===== config.mk =====
export PLATFORM = sky130hd
export DESIGN_NAME = exc_vector_sel
export DESIGN_NICKNAME = d
export VERILOG_FILES = /design/src/rtl/exc_pkg.sv /design/src/rtl/exc_opdecode.sv /design/src/rtl/exc_stop_trace.sv /design/src/rtl/exc_arbiter.sv /design/src/rtl/exc_vector_sel.sv
export SDC_FILE = /design/constraint.sdc
export NUM_CORES = 1
export LEC_CHECK = 0
export ABC_AREA = 1
export CAP_MARGIN = 20
export CORE_MARGIN = 2
export CORE_UTILIZATION = 58
export CTS_BUF_LIST = sky130_fd_sc_hd__clkbuf_16
export DETAILED_ROUTE_END_ITERATION = 7
export DONT_BUFFER_PORTS = 1
export PLACE_DENSITY = 0.83
export SYNTH_ARGS = -nofsm -noshare
export SYNTH_HDL_FRONTEND = slang
export SYNTH_SLANG_ARGS = --single-unit

===== constraint.sdc =====
create_clock -name clk -period 1.3 [get_ports clk]
set_input_delay 0.13 -clock clk [delete_from_list [all_inputs] [get_ports clk]]
set_output_delay 0.13 -clock clk [all_outputs]
set_load 0.02 [all_outputs]

===== src/rtl/exc_pkg.sv =====
package exc_pkg;
  localparam int VEC_W = 8;

  localparam logic [VEC_W-1:0] VEC_NONE   = 8'd0;
  localparam logic [VEC_W-1:0] VEC_TRACE  = 8'd9;
  localparam logic [VEC_W-1:0] VEC_LINE_A = 8'd10;
  localparam logic [VEC_W-1:0] VEC_LINE_F = 8'd11;
  localparam logic [VEC_W-1:0] VEC_DEBUG  = 8'd12;

  typedef enum logic [2:0] {
    SRC_NONE   = 3'd0,
    SRC_TRACE  = 3'd1,
    SRC_LINE_A = 3'd2,
    SRC_LINE_F = 3'd3,
    SRC_DEBUG  = 3'd4
  } exc_src_e;

  function automatic logic [VEC_W-1:0] src_vector(input exc_src_e s);
    case (s)
      SRC_TRACE:  return VEC_TRACE;
      SRC_LINE_A: return VEC_LINE_A;
      SRC_LINE_F: return VEC_LINE_F;
      SRC_DEBUG:  return VEC_DEBUG;
      default:    return VEC_NONE;
    endcase
  endfunction

  // Debug interrupt keeps mask/master bits; every other source may change them.
  function automatic logic src_touches_mask(input exc_src_e s);
    return (s != SRC_NONE) && (s != SRC_DEBUG);
  endfunction

  // Only the trace-after-stop case stacks the address past the instruction.
  function automatic logic src_stacks_next(input exc_src_e s);
    return s == SRC_TRACE;
  endfunction
endpackage


===== src/rtl/exc_opdecode.sv =====
module exc_opdecode #(
  parameter int OP_W = 16,
  parameter int GRP_W = 4,
  parameter logic [GRP_W-1:0] LINE_A_CODE = 4'b1010,
  parameter logic [GRP_W-1:0] LINE_F_CODE = 4'b1111
) (
  input  logic            op_valid,
  input  logic [GRP_W-1:0] op_group,
  output logic            hit_line_a,
  output logic            hit_line_f
);
  localparam int NUM_GRP = 2;
  localparam logic [NUM_GRP*GRP_W-1:0] CODES = {LINE_F_CODE, LINE_A_CODE};

  logic [NUM_GRP-1:0] hit;

  for (genvar g = 0; g < NUM_GRP; g++) begin : g_grp
    assign hit[g] = op_valid && (op_group == CODES[g*GRP_W +: GRP_W]);
  end

  assign hit_line_a = hit[0];
  assign hit_line_f = hit[1];
endmodule


===== src/rtl/exc_stop_trace.sv =====
module exc_stop_trace #(
  parameter int SR_W = 16,
  parameter int T_BIT = 15
) (
  input  logic            op_valid,
  input  logic            stop_dec,
  input  logic            sr_trace,
  input  logic [SR_W-1:0] stop_imm,
  output logic            trace_after_stop
);
  assign trace_after_stop = op_valid && stop_dec && !sr_trace && stop_imm[T_BIT];
endmodule


===== src/rtl/exc_arbiter.sv =====
module exc_arbiter
  import exc_pkg::*;
(
  input  logic     req_debug,
  input  logic     req_line_a,
  input  logic     req_line_f,
  input  logic     req_trace,
  output exc_src_e winner
);
  always_comb begin
    if (req_debug)       winner = SRC_DEBUG;
    else if (req_line_a) winner = SRC_LINE_A;
    else if (req_line_f) winner = SRC_LINE_F;
    else if (req_trace)  winner = SRC_TRACE;
    else                 winner = SRC_NONE;
  end
endmodule


===== src/rtl/exc_vector_sel.sv =====
module exc_vector_sel
  import exc_pkg::*;
#(
  parameter int OP_W = 16,
  parameter int SR_W = 16,
  parameter int T_BIT = 15
) (
  input  logic             clk,
  input  logic             rst_n,
  input  logic             op_valid,
  input  logic [OP_W-1:0]  opword,
  input  logic             stop_dec,
  input  logic [SR_W-1:0]  stop_imm,
  input  logic             sr_trace,
  input  logic             bkpt_trig,
  input  logic             frame_busy,
  output logic             exc_req,
  output logic [VEC_W-1:0] exc_vec,
  output logic             pc_sel_next,
  output logic             sr_mask_upd,
  output logic             sr_load,
  output logic [SR_W-1:0]  sr_load_val
);
  localparam int GRP_W = 4;

  // Named internal events
  logic     ev_line_a;
  logic     ev_line_f;
  logic     ev_trace_stop;
  exc_src_e win_src;
  logic     may_issue;
  exc_src_e issue_src;

  logic unused_low;
  assign unused_low = ^opword[OP_W-GRP_W-1:0];

  exc_opdecode #(.OP_W(OP_W), .GRP_W(GRP_W)) u_dec (
    .op_valid   (op_valid),
    .op_group   (opword[OP_W-1 -: GRP_W]),
    .hit_line_a (ev_line_a),
    .hit_line_f (ev_line_f)
  );

  exc_stop_trace #(.SR_W(SR_W), .T_BIT(T_BIT)) u_stop (
    .op_valid         (op_valid),
    .stop_dec         (stop_dec),
    .sr_trace         (sr_trace),
    .stop_imm         (stop_imm),
    .trace_after_stop (ev_trace_stop)
  );

  exc_arbiter u_arb (
    .req_debug  (bkpt_trig),
    .req_line_a (ev_line_a),
    .req_line_f (ev_line_f),
    .req_trace  (ev_trace_stop),
    .winner     (win_src)
  );

  // No queuing: anything not issued this cycle is dropped.
  assign may_issue = !frame_busy && !exc_req;
  assign issue_src = may_issue ? win_src : SRC_NONE;

  always_ff @(posedge clk) begin
    if (!rst_n) begin
      exc_req     <= 1'b0;
      exc_vec     <= VEC_NONE;
      pc_sel_next <= 1'b0;
      sr_mask_upd <= 1'b0;
      sr_load     <= 1'b0;
      sr_load_val <= '0;
    end else begin
      exc_req     <= issue_src != SRC_NONE;
      exc_vec     <= src_vector(issue_src);
      pc_sel_next <= src_stacks_next(issue_src);
      sr_mask_upd <= src_touches_mask(issue_src);
      sr_load     <= issue_src == SRC_TRACE;
      sr_load_val <= (issue_src == SRC_TRACE) ? stop_imm : '0;
    end
  end
endmodule


Word-level counts from Yosys, hierarchy flattened
Cells that the tools add are included.
W data, S select, Z words.

storage, ports and cells
  bits in registers = 27
  input port bits = 39
  output and inout port bits = 28
  logic and storage cells = 30

operators by class
  reductions and logical operators = 12
  equality and inequality tests = 7
  multiplexer cells = 6

operators with widths
  kind                  count
  $pmux W4 S4           1
  $mux W3               4
  $eq A4 B4 Y1 const B  2
  $logic_and A1 B1 Y1   7
  $eq A3 B2 Y1 const B  2
  $eq A3 B1 Y1 const B  1
  $eq A3 B3 Y1 const B  1
  $logic_not A1 Y1      3
  $ne A3 B3 Y1 const B  1
  $reduce_bool A3 Y1    1
  $reduce_and A2 Y1     1
  $mux W1               1

Logic depth before layout (Yosys ltp)
Gate-level depths: netlist of the first run.

  word-level depth = 10
  mapped depth = 7
  mapped depth without buffers = 6

Modules after synthesis
Synthesis of the first run repeated with hierarchy kept, for this count alone.

second synthesis, totals
  cells, all modules = 102
  area, all modules = 910.9 um^2

modules (own cells, without submodules)
  module          cells each  area each (um^2)  times used  seq. area each (um^2)
  exc_vector_sel  83          832.0             1           460.4
  exc_arbiter     8           33.8              1           0.0
  exc_opdecode    7           27.5              1           0.0
  exc_stop_trace  4           17.5              1           0.0

Least setup slack after synthesis of the first run
Ideal clock, no wire load.

  path type = flip-flop to flip-flop
  from = reg exc_req
  to = reg sr_load_val[1]
  data required time = 1239 ps
  clock period less this slack = 1146 ps
  arrival = 1085 ps
  library setup time = 61 ps
  buffers on the path = 1
  path slack = 154 ps
  cell stages (with the launch flop) = 8
  path through = dfxtp_1 > nor2_4 > nand2_1 > clkinv_1 > nand3_1 > nand3_4 > buf_12 > nor2_4

between the ends
  longest elaborated chain between the ends = 5

RTL lines
  item                         line                  text
  start, declared              exc_vector_sel.sv:17  output logic exc_req,
  start signal, assigned       exc_vector_sel.sv:66  exc_req <= 1'b0;
  start signal, assigned       exc_vector_sel.sv:73  exc_req <= issue_src != SRC_NONE;
  $logic_not A1 Y1             exc_vector_sel.sv:61  assign may_issue = !frame_busy && !exc_req;
  $logic_and A1 B1 Y1          exc_vector_sel.sv:61
  $mux W3                      exc_vector_sel.sv:62  assign issue_src = may_issue ? win_src : SRC_NONE;
  $eq A3 B1 Y1                 exc_vector_sel.sv:78  sr_load_val <= (issue_src == SRC_TRACE) ? stop_imm : '0;
  $reduce_and A2 Y1 (no line)  --
  end signal, assigned         exc_vector_sel.sv:78
  end, declared                exc_vector_sel.sv:22  output logic [SR_W-1:0] sr_load_val

Every way passes these cells.
A chain may end at the register's enable or synchronous reset.

Worst setup path after layout of the first run
  from = reg exc_req
  to = reg sr_load_val[9]

The elaborated chain is that of the path after synthesis.

==> impl_metrics.tcl, run 1 <==
set metrics [dict create \
    comb_power_share_pct 6.0 \
    synth_fa_ha_area_share_pct 0 \
    synth_xor_xnor_area_share_pct 0 \
    synth_top_cell_area_share_pct 52.05 \
    power_switching_uw 290.8 \
    clock_tree.buffer_depth 2 \
    htreeDepth 1 \
    timing.clock.skew_ps 3.170 \
    synth.ff_latch_count 23 \
    maximum_number_of_pins_on_one_net_before_global_route_repair 18 \
    detailroute.via_count 586 \
    drv_cap 0 \
    layout_min_cycle_time_ps 1189 \
    netlist_top_cells_area "dfxtp_1 (52%), nor2_4 (13%), inv_1 (11%), buf_4 (4.2%), nor2_1 (4.2%)" \
    worstHoldStart "rst_n" \
    number_of_global_route_vias_before_repair 518 \
    run_status "completed" \
    critPathMaxFanout 11 \
    synth_seq_area_share_pct 52.05 \
    seq_power_share_pct 50.0 \
    fillers 122 \
    synthesis.yosys.warnings 0 \
    remaining_drc_errors 0 \
    drive_gt1_share_pct 24.56 \
    flow.area_growth_from_synthesis_pct 22.21 \
    p_clk_share_pct 44.0 \
    groute.usage.overall_pct 15.93 \
    crit_path_end_kind "flop" \
    unrepaired_setup_endpoints_after_global_routing "no" \
    post_dp_cell_area_um2 865.8 \
    route.antenna.remaining_nets 0 \
    post-route-period-util_pct 91.48 \
    start_util_pct 60.12 \
    required_ps 1490 \
    core_region_area_um2 1471 \
    dieHeight_um 43.06 \
    layout.cells.most_common "inv_1" \
    finalMaxSlewViolations 0 \
    report.power.total_mw 1.452 \
    timing_worst_setup_path_type "flop to flop" \
    final_cell_mix "inv_1 (26), dfxtp_1 (23), nor2_4 (10), nor2_1 (10), nand2_1 (8)" \
    achievable_clock_frequency_mhz 840.9 \
    num-nets-final 154 \
    p_per_area_nw_per_um2 1343 \
    leakage_nw 0.5851 \
    post-route-cell-area_um2 1081 \
    routed_via_density 4.508 \
    root_buffer "clkbuf_16" \
    grt_antenna_before_repair 0 \
    post-dp-hpwl_mm 1.039 \
    worstHoldPathType "primary input to flop" \
    post_synth.cell_area_avg_um2 9.027 \
    gp_congestion 0.5758 \
    clkSlewWorstSetupHoldPaths_ps 60 \
    netlist.top_cell.by_area "dfxtp_1" \
    clock_insertion_delay_worst_skew_ps 250 \
    timing.critical_path.from "exc_req" \
    firstDrtPassIters 3 \
    die_area_um2 1854 \
    io_buffers 0 \
    synth_top_family_by_area "simple AND/OR/NAND/NOR gates" \
    final-hold-violation-count 0 \
    cell_internal_power_mw 1.161 \
    setup_total_negative_slack_ps 0 \
    instances_no_fill 130 \
    ys_types 15 \
    placement_rows 14 \
    power.ir.vdd_worst_mv 0.6978 \
    postSynthCellCount 98 \
    syn-cell-area_um2 884.6 \
    grt_pass1_wl_mm 2.214 \
    power.switching_fraction_pct 20.03 \
    antenna-diode-count 0 \
    synth-compound-area-share_pct 0 \
    routed_wire_length_per_instance_um 11.20 \
    tritoncts_num_sinks 23 \
    numPlacedInstances 112 \
    fp.dieW_um 43.06 \
    worst_ep_arrival_time_ps 1380 \
    drt_iter0_drc 4 \
    hold_ws_ps 30.74 \
    tritoncts "yes" \
    yosys-mux-area-fraction_pct 0 \
    io-pin-count 67 \
    grt.overflow.total 0 \
    worst_setup_path_start_kind "flop" \
    timing.rr.start "exc_req" \
    setup_viol_count_final 0 \
    routed_wl_mm 1.456 \
    cts_buffers 3 \
    synth_simple_gate_area_share_pct 28.29 \
]
-- stage by stage --
step / setup slack [ps] / utilization [%]
2_1_floorplan: 154.0 / -
3_3_place_gp: 91.60 / 58.84
3_5_place_dp: 43.07 / 58.84
4_1_cts: 18.67 / 69.05
5_1_grt: 9.214 / 73.47
6_report: 110.7 / 73.47
-- path summary, 6_finish.rpt --
kind / endpoint / slack (ps) / cells after the start
setup reg to reg: sr_load_val[9] / 110 / 6
hold reg to reg: exc_vec[2] / 690 / 5
hold / removal: exc_vec[2] / 30 / 2
setup / recovery: sr_load_val[9] / 110 / 6
-- registers in the layout (all words and copies together) (netlist names) --
signal / flops
exc_vec: 4
sr_mask_upd: 1
exc_req: 1
sr_load_val: 16
sr_load: 1
-- power groups by stage --
| stage | registers [mW] | logic, mW | clock network, mW |
|---|---|---|---|
| 2_1_floorplan | 0.742 | 0.0673 | 0 |
| 3_3_place_gp | 0.741 | 0.0643 | 0 |
| 3_5_place_dp | 0.742 | 0.0678 | 0 |
| 4_1_cts | 0.727 | 0.0846 | 0.648 |
| 5_1_grt | 0.727 | 0.0986 | 0.678 |
| 6_report | 0.726 | 0.0875 | 0.638 |
-- area by class of cell --
cell class	count	area [um2]	share of cell area, %
sequential	23	460.4	42.59
timing repair buffer	15	142.6	13.19
inverter	30	112.6	10.42
multi-input combinational	42	265.3	24.54
clock buffer	3	75.07	6.944
clock inverter	1	5.005	0.4630
tap	16	20.02	1.852
-- cells by family (layout without fill, tap and decap cells) --
kind of cell           count (synthesis)  in the layout
AND/OR/NAND/NOR                       38             38
buffers and inverters                 36             49
flip-flops                            23             23
other                                  1              4
-- repair_timing --
action                                 CTS  global route
endpoints found under the hold margin    7             0
buffers inserted                         0             7
gates resized for setup                  0             0
setup endpoints to repair                0            15
hold buffers                             7             0
-- worst max-delay path: stages (launching register included) --
cell	delay [ps]
dfxtp_1	340
nor2_4	110
nand3_2	110
nor2_4	150
nand3_4	160
buf_4	190
nor2_1	70
-- synth_stat cells --
cell type   n
clkinv_1    1
dfxtp_1    23
inv_2       3
inv_1      26
nand3_2     1
buf_4       5
nand3_4     1
nand3_1     6
nor2_4     10
nand2_2     1
nor2_1     10
nand4_1     1
nand2_1     8
conb_1      1
buf_12      1
-- per-layer routing --
layer | global-route usage, % | wire (um)
met2 | 32.73 | 873
met3 | 1.702 | 88
met1 | 15.96 | 479
met5 | 0 | 0
met4 | 5.455 | 14
(Power assumes the default switching activity.)
==> run 2, diff against run 1 <==
--- a/config.mk
+++ b/config.mk
@@ -6,7 +6,7 @@
 export NUM_CORES = 1
 export LEC_CHECK = 0
 export ABC_AREA = 1
-export CAP_MARGIN = 20
+export CAP_MARGIN = 25
 export CORE_MARGIN = 2
 export CORE_UTILIZATION = 58
 export CTS_BUF_LIST = sky130_fd_sc_hd__clkbuf_16
==> results of run 2 <==
Same layout as run 1: the final DEF is identical, and so are final timing and power.
==> run 3, diff against run 2 <==
--- a/config.mk
+++ b/config.mk
@@ -8,11 +8,11 @@
 export ABC_AREA = 1
 export CAP_MARGIN = 25
 export CORE_MARGIN = 2
-export CORE_UTILIZATION = 58
-export CTS_BUF_LIST = sky130_fd_sc_hd__clkbuf_16
+export CORE_UTILIZATION = 63
+export CTS_BUF_LIST = sky130_fd_sc_hd__clkbuf_8
 export DETAILED_ROUTE_END_ITERATION = 7
 export DONT_BUFFER_PORTS = 1
-export PLACE_DENSITY = 0.83
+export PLACE_DENSITY = 0.88
 export SYNTH_ARGS = -nofsm -noshare
 export SYNTH_HDL_FRONTEND = slang
 export SYNTH_SLANG_ARGS = --single-unit
==> run 3 against run 2 <==
Hold slack got worse by 2.4 ps; utilization up 3.4 points; sequential share of layout area grew 3.5 points; sequential cell count unchanged; clock power decreased by 38%; cell area down 7.5%; first-iteration DRC count shrank 25%; via count fell by 5.8%; final cell count decreased by 5.4%; worst setup slack improved by 60 ps; largest power group unchanged.
==> impl_metrics.tcl, run 3 (synthesis gave the netlist of run 1 again) <==
set metrics [dict create \
    placement_rows 13 \
    worstRegToRegCells 6 \
    antenna-diode-count 0 \
    grt_antenna_before_repair 0 \
    worstHoldPathType "primary input to flop" \
    setup.worst_path.end "sr_load_val[14]" \
    number_of_global_route_vias_before_repair 533 \
    io_buffers 0 \
    htreeDepth 1 \
    cts_buffers 3 \
    tritoncts_num_sinks 23 \
    root_buffer "clkbuf_8" \
    power.ir.vdd_worst_mv 1.219 \
    clock_insertion_delay_worst_skew_ps 250 \
    groute.usage.overall_pct 16.35 \
    gp_congestion 0.6704 \
    leakage_nw 0.5461 \
    grt_pass1_wl_mm 2.145 \
    io-pin-count 67 \
    regMostFlops "sr_load_val" \
    p_per_area_nw_per_um2 1208 \
    unrepaired_setup_endpoints_after_global_routing "no" \
    fp.dieW_um 41.47 \
    setup_total_negative_slack_ps 0 \
    drv_cap 0 \
    grt.overflow.total 0 \
    dieHeight_um 41.47 \
    final-hold-violation-count 0 \
    core_region_area_um2 1301 \
    timing_worst_setup_path_type "flop to flop" \
    finalMaxSlewViolations 0 \
    num-nets-final 148 \
    flow.area_growth_from_synthesis_pct 13.01 \
    worst_ep_arrival_time_ps 1310 \
    run_status "completed" \
    routed_wl_mm 1.337 \
    largest_register_ff_count 16 \
    routed_wire_length_per_instance_um 10.87 \
    detailroute.via_count 552 \
    timing.critical_path.from "exc_req" \
    timing.rr.start "exc_req" \
    fillers 95 \
    drive_gt1_share_pct 19.44 \
    final_cell_mix "inv_1 (27), dfxtp_1 (23), nor2_4 (10), nor2_1 (10), nand2_1 (8)" \
    clock_tree.buffer_depth 2 \
    achievable_clock_frequency_mhz 885.8 \
    start_util_pct 67.98 \
    route.antenna.remaining_nets 0 \
    required_ps 1480 \
    firstDrtPassIters 2 \
    worst_reg_to_reg_setup_slack_ps 170 \
    crit_path_end_kind "flop" \
    timing.clock.skew_ps 1.774 \
    layout.cells.most_common "inv_1" \
    worst_setup_path_start_kind "flop" \
    largest_registers "sr_load_val (16), exc_vec (4)" \
    routed_via_density 4.488 \
    layout_min_cycle_time_ps 1129 \
    drt_iter0_drc 3 \
    remaining_drc_errors 0 \
    clkSlewWorstSetupHoldPaths_ps 70 \
    die_area_um2 1720 \
    r2r-end "sr_load_val[14]" \
    critPathMaxFanout 17 \
    maximum_number_of_pins_on_one_net_before_global_route_repair 18 \
    post-dp-hpwl_um 994.5 \
    tritoncts "yes" \
    post-route-period-util_pct 86.84 \
    report.power.total_mw 1.208 \
    setup_viol_count_final 0 \
]
[run 3: cell count changes in the layout (fill, tap and decap cells not counted), sizes merged]
cell / before / now
buf: 8 / 2
clkinv: 2 / 1
inv: 29 / 30
[run 3: per-layer routing]
layer / wire, um / share of wire, % / track usage (%) / vias to the layer above
met4: 15 / 1.1 / 5.806 / 0
met1: 477 / 36 / 16.10 / 235
met3: 114 / 8.5 / 5.652 / 2
li1: - / - / - / 287
met5: 0 / 0 / 0 / -
met2: 730 / 55 / 30.94 / 28
[run 3: through the flow]
step                      instance area (um2)  setup WS (ps)  hold WS, ps  util (%)  cells
after floorplan                         895.9          154.0        242.2         -    101
after global placement                  864.6          108.1        245.0     66.44    111
after detailed placement                864.6          54.47        246.0     66.44    111
after CTS                               979.7          31.32        22.23     75.29    122
after global routing                    999.7          89.50        16.29     76.83    123
final                                   999.7          171.1        28.33     76.83    123
[run 3: worst min-delay path by stage]
stage	startpoint	end	depth (start not counted)
finish	stop_imm[6]	sr_load_val[6]	2
global route	stop_imm[1]	sr_load_val[1]	2
CTS	stop_imm[6]	sr_load_val[6]	2
detailed placement	stop_imm[13]	sr_load_val[13]	2
global placement	stop_imm[10]	sr_load_val[10]	2
floorplan	stop_imm[0]	sr_load_val[0]	2
[run 3: repair_timing]
action | in CTS | in global routing
hold buffers | 7 | 0
hold endpoints to repair | 7 | 0
endpoints found under the setup margin | 0 | 8
gates resized for setup | 0 | 0
buffers inserted | 0 | 1
[run 3: worst max-delay path, cell delays in order, from the launching register on]
cell,delay [ps]
dfxtp_1,340
nor2_4,110
nand3_2,110
nor2_4,150
nand3_4,80
buf_12,170
nor2_1,100
[run 3: cell type report]
| type | instances | area, um2 | area share, % |
|---|---|---|---|
| Clock buffer | 3 | 41.29 | 4.130 |
| Clock inverter | 1 | 3.754 | 0.3755 |
| Inverter | 30 | 112.6 | 11.26 |
| Multi-Input combinational cell | 42 | 265.3 | 26.53 |
| Sequential cell | 23 | 460.4 | 46.06 |
| Tap cell | 15 | 18.77 | 1.877 |
| Timing Repair Buffer | 9 | 97.59 | 9.762 |
[run 3: where the power goes]
part           leakage [nW]  total [mW]  internal, mW  switching [mW]
combinational         0.333      0.0853        0.0341          0.0512
clock                0.0269       0.397         0.209           0.188
sequential            0.186       0.725         0.712          0.0129
total                 0.546        1.21         0.956           0.252
